<file path="config.mk">
export PLATFORM = sky130hd
export DESIGN_NAME = zt_sram_front
export DESIGN_NICKNAME = d
export VERILOG_FILES = /design/src/rtl/zt_pkg.sv /design/src/rtl/zt_cmd_ctl.sv /design/src/rtl/zt_wr_pipe.sv /design/src/rtl/zt_store.sv /design/src/rtl/zt_sram_front.sv
export SDC_FILE = /design/constraint.sdc
export NUM_CORES = 1
export LEC_CHECK = 0
export ABC_CLOCK_PERIOD_IN_PS = 3000
export BUFFER_PORTS_ARGS = -buffer_cell sky130_fd_sc_hd__buf_2
export CAP_MARGIN = 20
export CORE_MARGIN = 5
export CORE_UTILIZATION = 26
export CTS_CLUSTER_SIZE = 40
export DETAILED_ROUTE_END_ITERATION = 6
export PLACE_DENSITY = 0.43
export SLEW_MARGIN = 20
export SYNTH_ARGS = -nofsm -noshare
export SYNTH_HDL_FRONTEND = slang
export SYNTH_SLANG_ARGS = --single-unit
export TNS_END_PERCENT = 50
</file>
<file path="constraint.sdc">
create_clock -name clk -period 3 [get_ports clk]
set_clock_uncertainty 0.15 [all_clocks]
set_input_delay 0.15 -clock clk [delete_from_list [all_inputs] [get_ports clk]]
set_output_delay 0.15 -clock clk [all_outputs]
set_load 0.005 [all_outputs]
</file>
<file path="src/rtl/zt_pkg.sv">
package zt_pkg;

  typedef enum logic [1:0] {
    OP_IDLE  = 2'd0,
    OP_READ  = 2'd1,
    OP_WRITE = 2'd2
  } op_e;

  typedef enum logic [2:0] {
    CY_DESEL      = 3'd0,
    CY_DESEL_CONT = 3'd1,
    CY_RD         = 3'd2,
    CY_RD_CONT    = 3'd3,
    CY_WR         = 3'd4,
    CY_WR_CONT    = 3'd5,
    CY_STALL      = 3'd6,
    CY_SLEEP      = 3'd7
  } cyc_e;

endpackage

</file>
<file path="src/rtl/zt_cmd_ctl.sv">
module zt_cmd_ctl
  import zt_pkg::*;
#(
  parameter int ADDR_W     = 6,
  parameter int LANES      = 2,
  parameter int WAKE_EDGES = 2
) (
  input  logic              clk,
  input  logic              rst_n,
  input  logic              clk_en_n,
  input  logic              sleep,
  input  logic              ld_n,
  input  logic              rd_wr_n,
  input  logic              sel_n,
  input  logic              sel2_n,
  input  logic              sel3,
  input  logic [LANES-1:0]  bwe_n,
  input  logic [ADDR_W-1:0] addr,
  output logic              go,
  output logic              quiet,
  output op_e               op,
  output logic [ADDR_W-1:0] cur_addr,
  output logic [LANES-1:0]  cur_bwe_n,
  output cyc_e              kind
);

  // sleep history: edges stay ignored until it has drained
  logic [WAKE_EDGES-1:0] wake_q;
  logic                  chosen;
  op_e                   op_d;
  cyc_e                  kind_d;

  always_ff @(posedge clk or negedge rst_n) begin
    if (!rst_n) wake_q <= '0;
    else        wake_q <= (wake_q << 1) | WAKE_EDGES'(sleep);
  end

  assign quiet  = sleep | (|wake_q);
  assign go     = !clk_en_n && !quiet;
  assign chosen = !sel_n && !sel2_n && sel3;

  always_comb begin
    op_d = op;
    if (!ld_n) begin
      if (!chosen)      op_d = OP_IDLE;
      else if (rd_wr_n) op_d = OP_READ;
      else              op_d = OP_WRITE;
    end
  end

  always_comb begin
    if (quiet)         kind_d = CY_SLEEP;
    else if (clk_en_n) kind_d = CY_STALL;
    else if (!ld_n) begin
      case (op_d)
        OP_READ:  kind_d = CY_RD;
        OP_WRITE: kind_d = CY_WR;
        default:  kind_d = CY_DESEL;
      endcase
    end else begin
      case (op)
        OP_READ:  kind_d = CY_RD_CONT;
        OP_WRITE: kind_d = CY_WR_CONT;
        default:  kind_d = CY_DESEL_CONT;
      endcase
    end
  end

  always_ff @(posedge clk or negedge rst_n) begin
    if (!rst_n) begin
      op        <= OP_IDLE;
      cur_addr  <= '0;
      cur_bwe_n <= '1;
      kind      <= CY_DESEL;
    end else begin
      kind <= kind_d;
      if (go) begin
        op        <= op_d;
        cur_addr  <= addr;
        cur_bwe_n <= bwe_n;
      end
    end
  end

endmodule

</file>
<file path="src/rtl/zt_wr_pipe.sv">
module zt_wr_pipe
  import zt_pkg::*;
#(
  parameter int ADDR_W = 6,
  parameter int LANES  = 2,
  parameter int LANE_W = 9
) (
  input  logic                    clk,
  input  logic                    rst_n,
  input  logic                    go,
  input  op_e                     cur_op,
  input  logic [ADDR_W-1:0]       cur_addr,
  input  logic [LANES-1:0]        cur_bwe_n,
  input  logic [LANES*LANE_W-1:0] wdata,
  input  logic [LANES*LANE_W-1:0] mem_word,
  output logic                    commit_en,
  output logic [ADDR_W-1:0]       commit_addr,
  output logic [LANES-1:0]        commit_bwe_n,
  output logic [LANES*LANE_W-1:0] commit_data,
  output logic [LANES*LANE_W-1:0] rd_word
);

  logic                    pend_v;
  logic [ADDR_W-1:0]       pend_a;
  logic [LANES-1:0]        pend_b;
  logic [LANES*LANE_W-1:0] pend_d;
  logic                    hit;

  always_ff @(posedge clk or negedge rst_n) begin
    if (!rst_n) begin
      pend_v <= 1'b0;
      pend_a <= '0;
      pend_b <= '1;
      pend_d <= '0;
    end else if (go) begin
      pend_v <= (cur_op == OP_WRITE) && !(&cur_bwe_n);
      if (cur_op == OP_WRITE) begin
        pend_a <= cur_addr;
        pend_b <= cur_bwe_n;
        pend_d <= wdata;
      end
    end
  end

  assign commit_en    = go && pend_v;
  assign commit_addr  = pend_a;
  assign commit_bwe_n = pend_b;
  assign commit_data  = pend_d;
  assign hit          = pend_v && (pend_a == cur_addr);

  for (genvar g = 0; g < LANES; g++) begin : g_merge
    assign rd_word[g*LANE_W +: LANE_W] = (hit && !pend_b[g]) ?
                                         pend_d[g*LANE_W +: LANE_W] :
                                         mem_word[g*LANE_W +: LANE_W];
  end

endmodule

</file>
<file path="src/rtl/zt_store.sv">
module zt_store #(
  parameter int ADDR_W = 6,
  parameter int LANES  = 2,
  parameter int LANE_W = 9
) (
  input  logic                    clk,
  input  logic                    we,
  input  logic [ADDR_W-1:0]       waddr,
  input  logic [LANES-1:0]        wbe_n,
  input  logic [LANES*LANE_W-1:0] wdata,
  input  logic [ADDR_W-1:0]       raddr,
  output logic [LANES*LANE_W-1:0] rdata
);

  localparam int DEPTH = 1 << ADDR_W;

  for (genvar g = 0; g < LANES; g++) begin : g_lane
    logic [LANE_W-1:0] cells [DEPTH];

    always_ff @(posedge clk) begin
      if (we && !wbe_n[g]) cells[waddr] <= wdata[g*LANE_W +: LANE_W];
    end

    assign rdata[g*LANE_W +: LANE_W] = cells[raddr];
  end

endmodule

</file>
<file path="src/rtl/zt_sram_front.sv">
module zt_sram_front
  import zt_pkg::*;
#(
  parameter int ADDR_W = 6,
  parameter int LANES  = 2,
  parameter int LANE_W = 9
) (
  input  logic                    clk,
  input  logic                    rst_n,
  input  logic                    clk_en_n,
  input  logic                    sleep,
  input  logic                    ld_n,
  input  logic                    rd_wr_n,
  input  logic                    sel_n,
  input  logic                    sel2_n,
  input  logic                    sel3,
  input  logic [LANES-1:0]        bwe_n,
  input  logic [ADDR_W-1:0]       addr,
  input  logic [LANES*LANE_W-1:0] wdata,
  input  logic                    oe_n,
  output logic [LANES*LANE_W-1:0] q,
  output logic                    q_oe,
  output logic [2:0]              cycle_type
);

  localparam int DW = LANES * LANE_W;

  logic              go;
  logic              quiet;
  op_e               op;
  logic [ADDR_W-1:0] cur_addr;
  logic [LANES-1:0]  cur_bwe_n;
  cyc_e              kind;
  logic              commit_en;
  logic [ADDR_W-1:0] commit_addr;
  logic [LANES-1:0]  commit_bwe_n;
  logic [DW-1:0]     commit_data;
  logic [DW-1:0]     mem_word;
  logic [DW-1:0]     rd_word;

  zt_cmd_ctl #(.ADDR_W(ADDR_W), .LANES(LANES), .WAKE_EDGES(2)) u_ctl (
    .clk       (clk),
    .rst_n     (rst_n),
    .clk_en_n  (clk_en_n),
    .sleep     (sleep),
    .ld_n      (ld_n),
    .rd_wr_n   (rd_wr_n),
    .sel_n     (sel_n),
    .sel2_n    (sel2_n),
    .sel3      (sel3),
    .bwe_n     (bwe_n),
    .addr      (addr),
    .go        (go),
    .quiet     (quiet),
    .op        (op),
    .cur_addr  (cur_addr),
    .cur_bwe_n (cur_bwe_n),
    .kind      (kind)
  );

  zt_wr_pipe #(.ADDR_W(ADDR_W), .LANES(LANES), .LANE_W(LANE_W)) u_wp (
    .clk          (clk),
    .rst_n        (rst_n),
    .go           (go),
    .cur_op       (op),
    .cur_addr     (cur_addr),
    .cur_bwe_n    (cur_bwe_n),
    .wdata        (wdata),
    .mem_word     (mem_word),
    .commit_en    (commit_en),
    .commit_addr  (commit_addr),
    .commit_bwe_n (commit_bwe_n),
    .commit_data  (commit_data),
    .rd_word      (rd_word)
  );

  zt_store #(.ADDR_W(ADDR_W), .LANES(LANES), .LANE_W(LANE_W)) u_mem (
    .clk   (clk),
    .we    (commit_en),
    .waddr (commit_addr),
    .wbe_n (commit_bwe_n),
    .wdata (commit_data),
    .raddr (cur_addr),
    .rdata (mem_word)
  );

  assign q_oe       = (op == OP_READ) && !oe_n && !quiet;
  assign q          = q_oe ? rd_word : '0;
  assign cycle_type = kind;

endmodule

</file>
[After elaboration in Yosys (flattened, before gate mapping)]
Memory sizes are Yosys's and may differ from the RTL's.
Cells that the tools add are included.
Widths: inputs -> output; s select.
Operators by class
  equal/unequal tests: 5
  multiplexer cells: 15
  bitwise logic cells: 2
  reductions and logical operators: 23
Operators by type and width (number)
  $mux 18: 1
  $mux 9: 2
  $logic_and 1x1->1: 12
  $pmux 3 s2: 2
  $mux 3: 3
  $logic_not 1->1: 8
  $eq 6x6->1: 1
  $mux 2: 3
  $eq 2x1->1 const B: 2
  $eq 2x2->1 const B: 2
  $mux 1: 4
  $reduce_and 2->1: 2
  $or 2x1->2: 1
  $reduce_or 2->1: 1
  $or 1x1->1: 1
Storage, ports and cells
  register bits: 42
  RAM bits: 1152
  memories kept: 2
Memories
  u_mem.g_lane[0].cells: depth 64, width 9, read ports 1, clocked after Yosys merged registers in 0, wr ports 1, line zt_store.sv:18  | logic [LANE_W-1:0] cells [DEPTH];
  u_mem.g_lane[1].cells: depth 64, width 9, read ports 1, clocked after Yosys merged registers in 0, wr ports 1, line zt_store.sv:18

[Logic depth before layout (Yosys ltp)]
Gate-level depths: netlist of run 1.
  word-level depth: 10
  gate-level depth with buffers: 12
  gate-level depth less buffers: 6

[Hierarchy]
Synthesis of run 1 repeated with hierarchy kept, for this count alone.
Unflattened totals
  cell total of the unflattened synthesis: 2131
  area total of the unflattened synthesis: 46608.5 sq um
Modules (own cells, without submodules)
  zt_store: times used 1, cells each 1978, area an instance 44525.2 sq um, sequential area each 34593.2 sq um
  zt_wr_pipe: times used 1, cells each 94, area an instance 1318.8 sq um, sequential area each 678.2 sq um
  zt_cmd_ctl: times used 1, cells each 39, area an instance 594.3 sq um, sequential area each 377.9 sq um
  zt_sram_front: times used 1, cells each 20, area an instance 170.2 sq um, sequential area each 0.0 sq um

[Worst setup path before layout of run 1]
OpenSTA, ideal clock, no wires.
  path type: flip-flop to flip-flop
  start point: register u_ctl.wake_q[1]
  end point: memory u_mem.g_lane[1].cells[24][0], enable pin
  arrival time: 1.984 ns
  required time: 2.476 ns
  slack: 0.492 ns
  cell stages (with the launch flop): 6
  clock period less this slack: 2.508 ns
  path through: dfrtp_1 or3_1 nand2b_1 nor3_1 nand3_1 nor2_1
Between the ends
  longest elaborated chain between the ends: 8
Ends and longest elaborated chain
  start: declaration: line zt_cmd_ctl.sv:28  | logic [WAKE_EDGES-1:0] wake_q;
  start signal: assignment: line zt_cmd_ctl.sv:35  | else wake_q <= (wake_q << 1) | WAKE_EDGES'(sleep);
  $reduce_or 2->1: line zt_cmd_ctl.sv:38  | assign quiet = sleep | (|wake_q);
  $or 1x1->1: line zt_cmd_ctl.sv:38
  $logic_not 1->1: line zt_cmd_ctl.sv:39  | assign go = !clk_en_n && !quiet;
  $logic_and 1x1->1: line zt_cmd_ctl.sv:39
  $logic_and 1x1->1: line zt_wr_pipe.sv:45  | assign commit_en = go && pend_v;
  $logic_and 1x1->1: line zt_store.sv:21  | if (we && !wbe_n[g]) cells[waddr] <= wdata[g*LANE_W +: LANE_W];
  $mux 1: line zt_store.sv:21
  $mux 1 (implied by the code): line zt_store.sv:21
  end: declaration: line zt_store.sv:18
Every way passes these cells.

[Final worst setup path of run 1]
  start point: register u_ctl.cur_addr[0]
  end point: output q[15]
Between the ends
  longest elaborated chain between the ends: 5
  elaborated cells on any way between the ends: 6
Ends and longest elaborated chain
  start: declaration: line zt_cmd_ctl.sv:22  | output logic [ADDR_W-1:0] cur_addr,
  start signal: assignment: line zt_cmd_ctl.sv:79  | cur_addr <= addr;
  parallel branches: the longest is 3 deep, another holds $mem_v2 64x9
  $mux 9 *: line zt_wr_pipe.sv:52  | assign rd_word[g*LANE_W +: LANE_W] = (hit && !pend_b[g]) ?
  $mux 18 *: line zt_sram_front.sv:88  | assign q = q_oe ? rd_word : '0;
  end: declaration: line zt_sram_front.sv:21  | output logic [LANES*LANE_W-1:0] q,
Every way passes the cells marked *.

==> flow_summary.json, run 1 <==
{
  "cts.sinks": 1194,
  "hold_viol": 0,
  "arrival_ns": 3.53,
  "outcome": "finished with violations",
  "synth_edf_count": 1152,
  "clk_pin_slew_worst_paths_ns": 0.06,
  "gp_congestion": 0.7679,
  "dr.pass1.iters": 5,
  "max_slew_margin_pct": 37.73,
  "hold_end": "u_ctl.kind[0]$_DFF_PN0_",
  "cp_cell_sequence": "buf_12, buf_6, buf_6, buf_12, mux4_2, mux4_2, o2111ai_2, o211ai_1, o211a_2, buf_2",
  "dr_total_vias": 23970,
  "ys_seq_elements": 1194,
  "synthCells": 2243,
  "synthSimpleGateAreaFrac_pct": 3.101,
  "ant_nets": 0,
  "initialDrtViolationCount": 1870,
  "grt_max_degree": 66,
  "setup_viol": 18,
  "hp-start": "ld_n",
  "setup_tns_ns": -11.98,
  "synth_top_area_share_pct": 74.16,
  "syn-cell-area_mm2": 0.04665,
  "insertion_delay_ns": 0.78,
  "fin_crit_sh_pct": 127.7,
  "grt_pass1_wl_mm": 186.8,
  "nets": 2816,
  "synthXorXnorAreaFrac_pct": 0.1126,
  "cts_tree": "yes",
  "hold_path_depth": 3,
  "worst_slack_ns": -0.8319,
  "synth.most_common_cell": "edfxtp_1",
  "dpl.cell_count": 4859,
  "die_h_um": 433.6,
  "worst_slew_pin_slew_ns": 0.9341,
  "synth_ff_type": "edfxtp_1",
  "core_mm2": 0.1784,
  "crit_path_top_delay_cell": "mux4_2",
  "antenna_found_initial": 2,
  "r2r-start": "u_ctl.wake_q[0]$_DFF_PN0_",
  "synth-async-reset-ratio_pct": 3.518,
  "numCtsBuffers": 137,
  "failed_checks": "setup timing",
  "portBuffers": 57,
  "clockBufferDepth": 3,
  "wl_mm": 132.0,
  "synth.avg_cell_area_um2": 20.80,
  "critical_path.startpoint_type": "flop",
  "drive_above_1_share_pct": 37.15,
  "synth_fa_ha_area_share_pct": 0,
  "area_growth_pct": 25.95,
  "via_per_inst": 4.567,
  "r2r_end": "u_ctl.cur_bwe_n[0]$_DFFE_PN1N_",
  "hp-class": "input port to flop",
  "max_freq_mhz": 261.0,
  "fin_cells": 5249,
  "seq_area_frac_synth_pct": 76.42,
  "synth_warnings": 0,
  "fin_crit_ns": 3.832,
  "pre_cts_ws_ns": -0.5219,
  "grt_util_all_layers_pct": 13.91,
  "maxCapViolCount": 0,
  "root_buffer": "clkbuf_16",
  "drc": 0,
  "maxSlewViolCount": 0,
  "ys_top_cells_by_count": "edfxtp_1, mux4_2, nor2_1",
  "crit_fanout": 8,
  "path_class": "flop to primary output",
  "required_ns": 2.70,
  "place_hpwl_mm": 85.40,
  "synth_top_area_cell": "edfxtp_1",
  "fp-row-count": 155,
  "initial_core_util_pct": 26.15,
  "cellPowerDensity_mw_per_mm2": 705.6,
  "grt_pass1_vias": 25506,
  "synth-compound-area-share_pct": 2.156,
  "die-area_mm2": 0.1880,
  "rsz0062_at_grt": "true",
  "crit_path_max_incr_delay_ns": 0.51,
  "grt_overflow": 0,
  "htree_levels": 4,
  "yosysUniqueCellTypes": 48,
  "die_w_um": 433.6,
  "syn_nets": 2279,
  "synth_area_leaders": "edfxtp_1, mux4_2, mux2i_1",
  "r2r_cells": 8,
  "synth_mux_area_share_pct": 16.66,
  "r2r_slack_ns": 0.17,
  "crit_path_end_kind": "primary output",
  "io_pins": 58,
  "p_leak_nw": 19.73,
  "peakVddDrop_mv": 0.4847,
  "wire_per_inst_um": 25.14,
  "synth_top_family_by_area": "multiplexers"
}
stage by stage:
step	hold slack [ns]	total power, mW	utilization (%)	area, um^2
finish	0.09584	41.46	32.93	58750
global route	0.05948	43.01	32.93	58750
CTS	0.002454	41.75	32.64	58240
detailed placement	0.1303	24.63	29.22	52140
global placement	0.1204	24.61	29.22	52140
floorplan	-0.2956	22.21	-	46650
how the worst max path moves through the flow:
stage	start	end	slack [ns]	cells after the start
CTS	u_ctl.cur_addr[0]$_DFFE_PN0N_	q[13]	-0.94	9
global route	u_ctl.cur_addr[0]$_DFFE_PN0N_	q[15]	-0.93	10
detailed placement	u_ctl.cur_addr[0]$_DFFE_PN0N_	q[13]	-0.52	10
finish	u_ctl.cur_addr[0]$_DFFE_PN0N_	q[15]	-0.83	10
floorplan	u_ctl.wake_q[1]$_DFF_PN0_	u_mem.g_lane[1].cells[24][0]$_DFFE_PP_	0.49	5
global placement	u_ctl.cur_addr[0]$_DFFE_PN0N_	q[13]	-0.54	10
worst max-delay path: cells and delay by family (launching register included):
| kind | cells | cell delay [ns] |
|---|---|---|
| mux | 2 | 0.96 |
| buf+inv | 5 | 0.69 |
| compound gates | 3 | 0.58 |
| flops | 1 | 0.50 |
report_power, final:
group / internal, mW / total [mW] / switching, mW
Combinational: 3.10 / 6.43 / 3.33
Clock: 9.31 / 16.3 / 7.03
Sequential: 18.5 / 18.7 / 0.204
sequential cells by signal, summed over array words and instances (netlist names):
name                count
u_ctl.cur_addr          6
u_ctl.cur_bwe_n         2
u_ctl.kind              3
u_ctl.op                2
u_ctl.wake_q            2
u_mem.g_lane.cells   1152
u_wp.commit_addr        6
u_wp.commit_bwe_n       2
u_wp.commit_data       18
u_wp.pend_v             1
area by class of cell:
class	count	area, um^2
multi-input combinational	916	10830
tap	2355	2947
inverter	3	11.26
antenna	3	7.507
clock buffer	174	3577
timing repair buffer	528	4838
fill	16935	119700
clock inverter	76	857.1
sequential	1194	35690
what timing repair did:
action | 4_1_cts | 5_1_grt
pin swaps | 21 | 36
hold endpoints to repair | 74 | 0
buffers inserted | 33 | 30
cloned | 6 | 2
setup endpoints to repair | 27 | 104
hold buffers | 74 | 0
gates resized for setup | 102 | 76
placed cells by master, fill, tap and decap left out, types with 31 or more instances in the layout:
master	instances
clkbuf_16	138
buf_12	31
nand2_1	74
mux4_2	269
edfxtp_1	1152
nor2_1	135
dlygate4sd3_1	73
clkbuf_1	36
buf_4	325
buf_2	53
mux2i_1	99
mux2_2	45
metal layers:
| layer | global-route usage (%) | vias up | wire length, um |
|---|---|---|---|
| li1 | - | 10370 | - |
| met1 | 17.96 | 12869 | 55870 |
| met2 | 23.41 | 531 | 65960 |
| met3 | 2.703 | 200 | 5787 |
| met4 | 4.945 | 0 | 4361 |
| met5 | 0 | - | 0 |
logic make-up after synthesis:
logic type,count (synthesis)
flops,1194
mux,433
buf+inv,134
simple gates,324
compound gates,152
xor+xnor,6
Power figures use the tool's default switching activity.
==> inputs of run 2 (changes only) <==
--- a/config.mk
+++ b/config.mk
@@ -16,5 +16,6 @@
 export SLEW_MARGIN = 20
 export SYNTH_ARGS = -nofsm -noshare
 export SYNTH_HDL_FRONTEND = slang
+export SYNTH_HIERARCHICAL = 1
 export SYNTH_SLANG_ARGS = --single-unit
 export TNS_END_PERCENT = 50
==> run 2 against run 1 <==
Net effect:
- the run still ends with setup timing left
- total power increased by 1.8%
- core utilization fell by 0.16 points
- sequential share of layout area rose by 0.29 points
- first-iteration DRC count up 0.96%
- non-clock buffer count rose by 35
- critical endpoint is now q[12]
==> flow_summary.json, run 2 <==
{
  "outcome": "finished with violations",
  "failed_checks": "setup timing",
  "maxSlewViolCount": 0,
  "fin_hold_ws_ns": 0.07019,
  "layout_common_cells": "edfxtp_1, buf_4, mux4_2",
  "setup_viol": 18,
  "r2r-start": "u_ctl/wake_q[1]$_DFF_PN0_",
  "synth.avg_cell_area_um2": 21.87,
  "critical_path.startpoint_type": "flop",
  "io_pins": 58,
  "synth_ff_type": "edfxtp_1",
  "synth.most_common_cell": "edfxtp_1",
  "crit_path_max_incr_delay_ns": 0.58,
  "synthSimpleGateAreaFrac_pct": 2.615,
  "wire_per_inst_um": 25.81,
  "grt_max_degree": 66,
  "htree_levels": 4,
  "regMostFlops": "u_mem/g_lane.cells",
  "dr.pass1.iters": 5,
  "crit_fanout": 6,
  "clk_pin_slew_worst_paths_ns": 0.06,
  "dpl-instance-area_mm2": 0.05274,
  "r2r_cells": 7,
  "syn-cell-area_mm2": 0.04661,
  "synth_warnings": 6,
  "synth_top_area_share_pct": 74.22,
  "synth-compound-area-share_pct": 1.995,
  "route.met3.wl_mm": 7.114,
  "wl_mm": 133.5,
  "synthCells": 2131,
  "via_per_inst": 4.584,
  "arrival_ns": 3.79,
  "rsz0062_at_grt": "true",
  "initial_core_util_pct": 26.12,
  "drc": 0,
  "post-route-util_pct": 32.77,
  "worst_slew_pin_slew_ns": 0.9476,
  "portBuffers": 57,
  "max_slew_margin_pct": 36.68,
  "grt_pass1_wl_mm": 189.2,
  "synth_top_family_by_area": "multiplexers",
  "r2r_slack_ns": 0.16,
  "fp-row-count": 155,
  "final_common_cell": "edfxtp_1",
  "crit_path_end_kind": "primary output",
  "synthXorXnorAreaFrac_pct": 0.05637,
  "ys_top_cells_by_count": "edfxtp_1, mux4_2, nor2_1",
  "numCtsBuffers": 133,
  "root_buffer": "clkbuf_16",
  "nets": 2749,
  "dpl.cell_count": 4839,
  "drive_above_1_share_pct": 40.63,
  "crit_path_top_delay_cell": "mux4_2",
  "hold_end": "u_ctl/cur_addr[0]$_DFFE_PN0P_",
  "cts_tree": "yes",
  "final_design_area_no_fill_mm2": 0.05847,
  "fin_crit_sh_pct": 136.3,
  "synth_edf_count": 1152,
  "initialDrtViolationCount": 1888,
  "path_class": "flop to primary output",
  "ys_seq_elements": 1194,
  "routed.top_layer": "met4",
  "syn_nets": 2167,
  "worst_slack_ns": -1.088,
  "cp_cell_sequence": "buf_12, buf_16, buf_12, mux4_2, mux4_2, o21ai_4, buf_6, o31ai_2, mux2_4, and2_4, buf_6",
  "grt_pass1_vias": 25388,
  "place_hpwl_mm": 89.60,
  "yosysUniqueCellTypes": 51,
  "insertion_delay_ns": 0.76,
  "ant_nets": 0,
  "peakVddDrop_mv": 0.5912,
  "cp-startpoint": "u_ctl/cur_addr[0]$_DFFE_PN0P_",
  "core_mm2": 0.1784,
  "synth_fa_ha_area_share_pct": 0,
  "largest_reg_flops": 1152,
  "hp-start": "addr[0]",
  "required_ns": 2.70,
  "fin_cells": 5172,
  "cts.sinks": 1194,
  "synth_area_leaders": "edfxtp_1, mux4_2, dfrtp_1",
  "maxCapViolCount": 0,
  "crit_buf_inv": 5,
  "wl_met2_mm": 64.96,
  "hold_path_depth": 3,
  "die-area_mm2": 0.1878,
  "r2r_end": "u_mem/g_lane[0].cells[23][7]$_DFFE_PP_",
  "seq_area_frac_synth_pct": 76.49,
  "max_freq_mhz": 244.6,
  "die_h_um": 433.4,
  "die_w_um": 433.4,
  "nFillCells": 16943,
  "synth_mux_area_share_pct": 17.37,
  "area_growth_pct": 25.45,
  "grt_overflow": 0,
  "fin_crit_ns": 4.088,
  "hp-class": "input port to flop",
  "synth-async-reset-ratio_pct": 3.518,
  "cpLargestDelayFamily": "multiplexers",
  "grt_util_all_layers_pct": 14.18,
  "gp_congestion": 0.7844,
  "hold_viol": 0,
  "wl_met1_mm": 57.80,
  "p_leak_nw": 19.86,
  "cellPowerDensity_mw_per_mm2": 721.9,
  "synth_top_area_cell": "edfxtp_1",
  "clockBufferDepth": 3,
  "antenna_found_initial": 4,
  "dr_total_vias": 23711
}
[run 2: cell count changes after synthesis, sizes merged, moves of 14 or more]
cell,delta
mux2i,-43
mux4,+36
a21oi,-20
a211oi,+17
nand2,-50
and2,+18
nand3,-18
o31ai,+14
[run 2: cells by family after synthesis]
family / count (synthesis)
compound gates: 129
flops: 1194
xor+xnor: 3
mux: 421
buf+inv: 134
simple gates: 250
[run 2: how the worst max path moves through the flow]
| stage | slack, ns | endpoint | cells past startpoint |
|---|---|---|---|
| after CTS | -1.18 | q[14] | 11 |
| after global routing | -1.20 | q[11] | 11 |
| after floorplan | 0.27 | u_mem/g_lane[0].cells[59][0]$_DFFE_PP_ | 7 |
| after detailed placement | -0.75 | q[8] | 12 |
| final | -1.09 | q[12] | 11 |
| after global placement | -0.71 | q[8] | 12 |
[run 2: worst min-delay path, cell delays in order]
cell and delay [ns]:
dlygate4sd3_1 0.52, buf_2 0.13, mux2_2 0.15
[run 2: layer usage]
metal	GRT usage, %	up-vias
li1	-	10108
met1	19.01	12784
met2	23.37	644
met3	2.813	175
met4	4.310	0
met5	0	-
[run 2: cell type report]
| class | count | area (um^2) | area share [%] |
|---|---|---|---|
| inverters | 18 | 67.56 | 0.1156 |
| diodes | 1 | 2.502 | 0.004280 |
| well taps | 2355 | 2947 | 5.040 |
| clock buffers | 169 | 3547 | 6.067 |
| multi-input cells | 803 | 10610 | 18.15 |
| clock inverters | 69 | 616.8 | 1.055 |
| repair buffers | 563 | 4991 | 8.536 |
| flip-flops and latches | 1194 | 35690 | 61.04 |
[run 2: per-stage QoR]
step	TNS [ns]	total power [mW]	setup WS [ns]
floorplan	0	22.78	0.2734
global placement	-8.635	26.14	-0.7125
detailed placement	-8.890	26.19	-0.7458
CTS	-20.09	42.70	-1.179
global route	-20.70	43.87	-1.195
finish	-18.14	42.21	-1.088
[run 2: repair_timing]
action	4_1_cts	5_1_grt
setup endpoints to repair	18	18
hold buffers	63	0
buffers inserted	18	11
endpoints found under the hold margin	75	0
pin swaps	9	6
gates resized for setup	108	34
cloned	2	0
[run 2: where the power goes]
part / total [mW] / switching, mW / internal, mW / leakage, nW
registers: 18.7 / 0.214 / 18.5 / 11.5
logic: 7.78 / 3.97 / 3.81 / 6.31
clock network: 15.7 / 6.56 / 9.16 / 2.04
total: 42.2 / 10.7 / 31.5 / 19.9
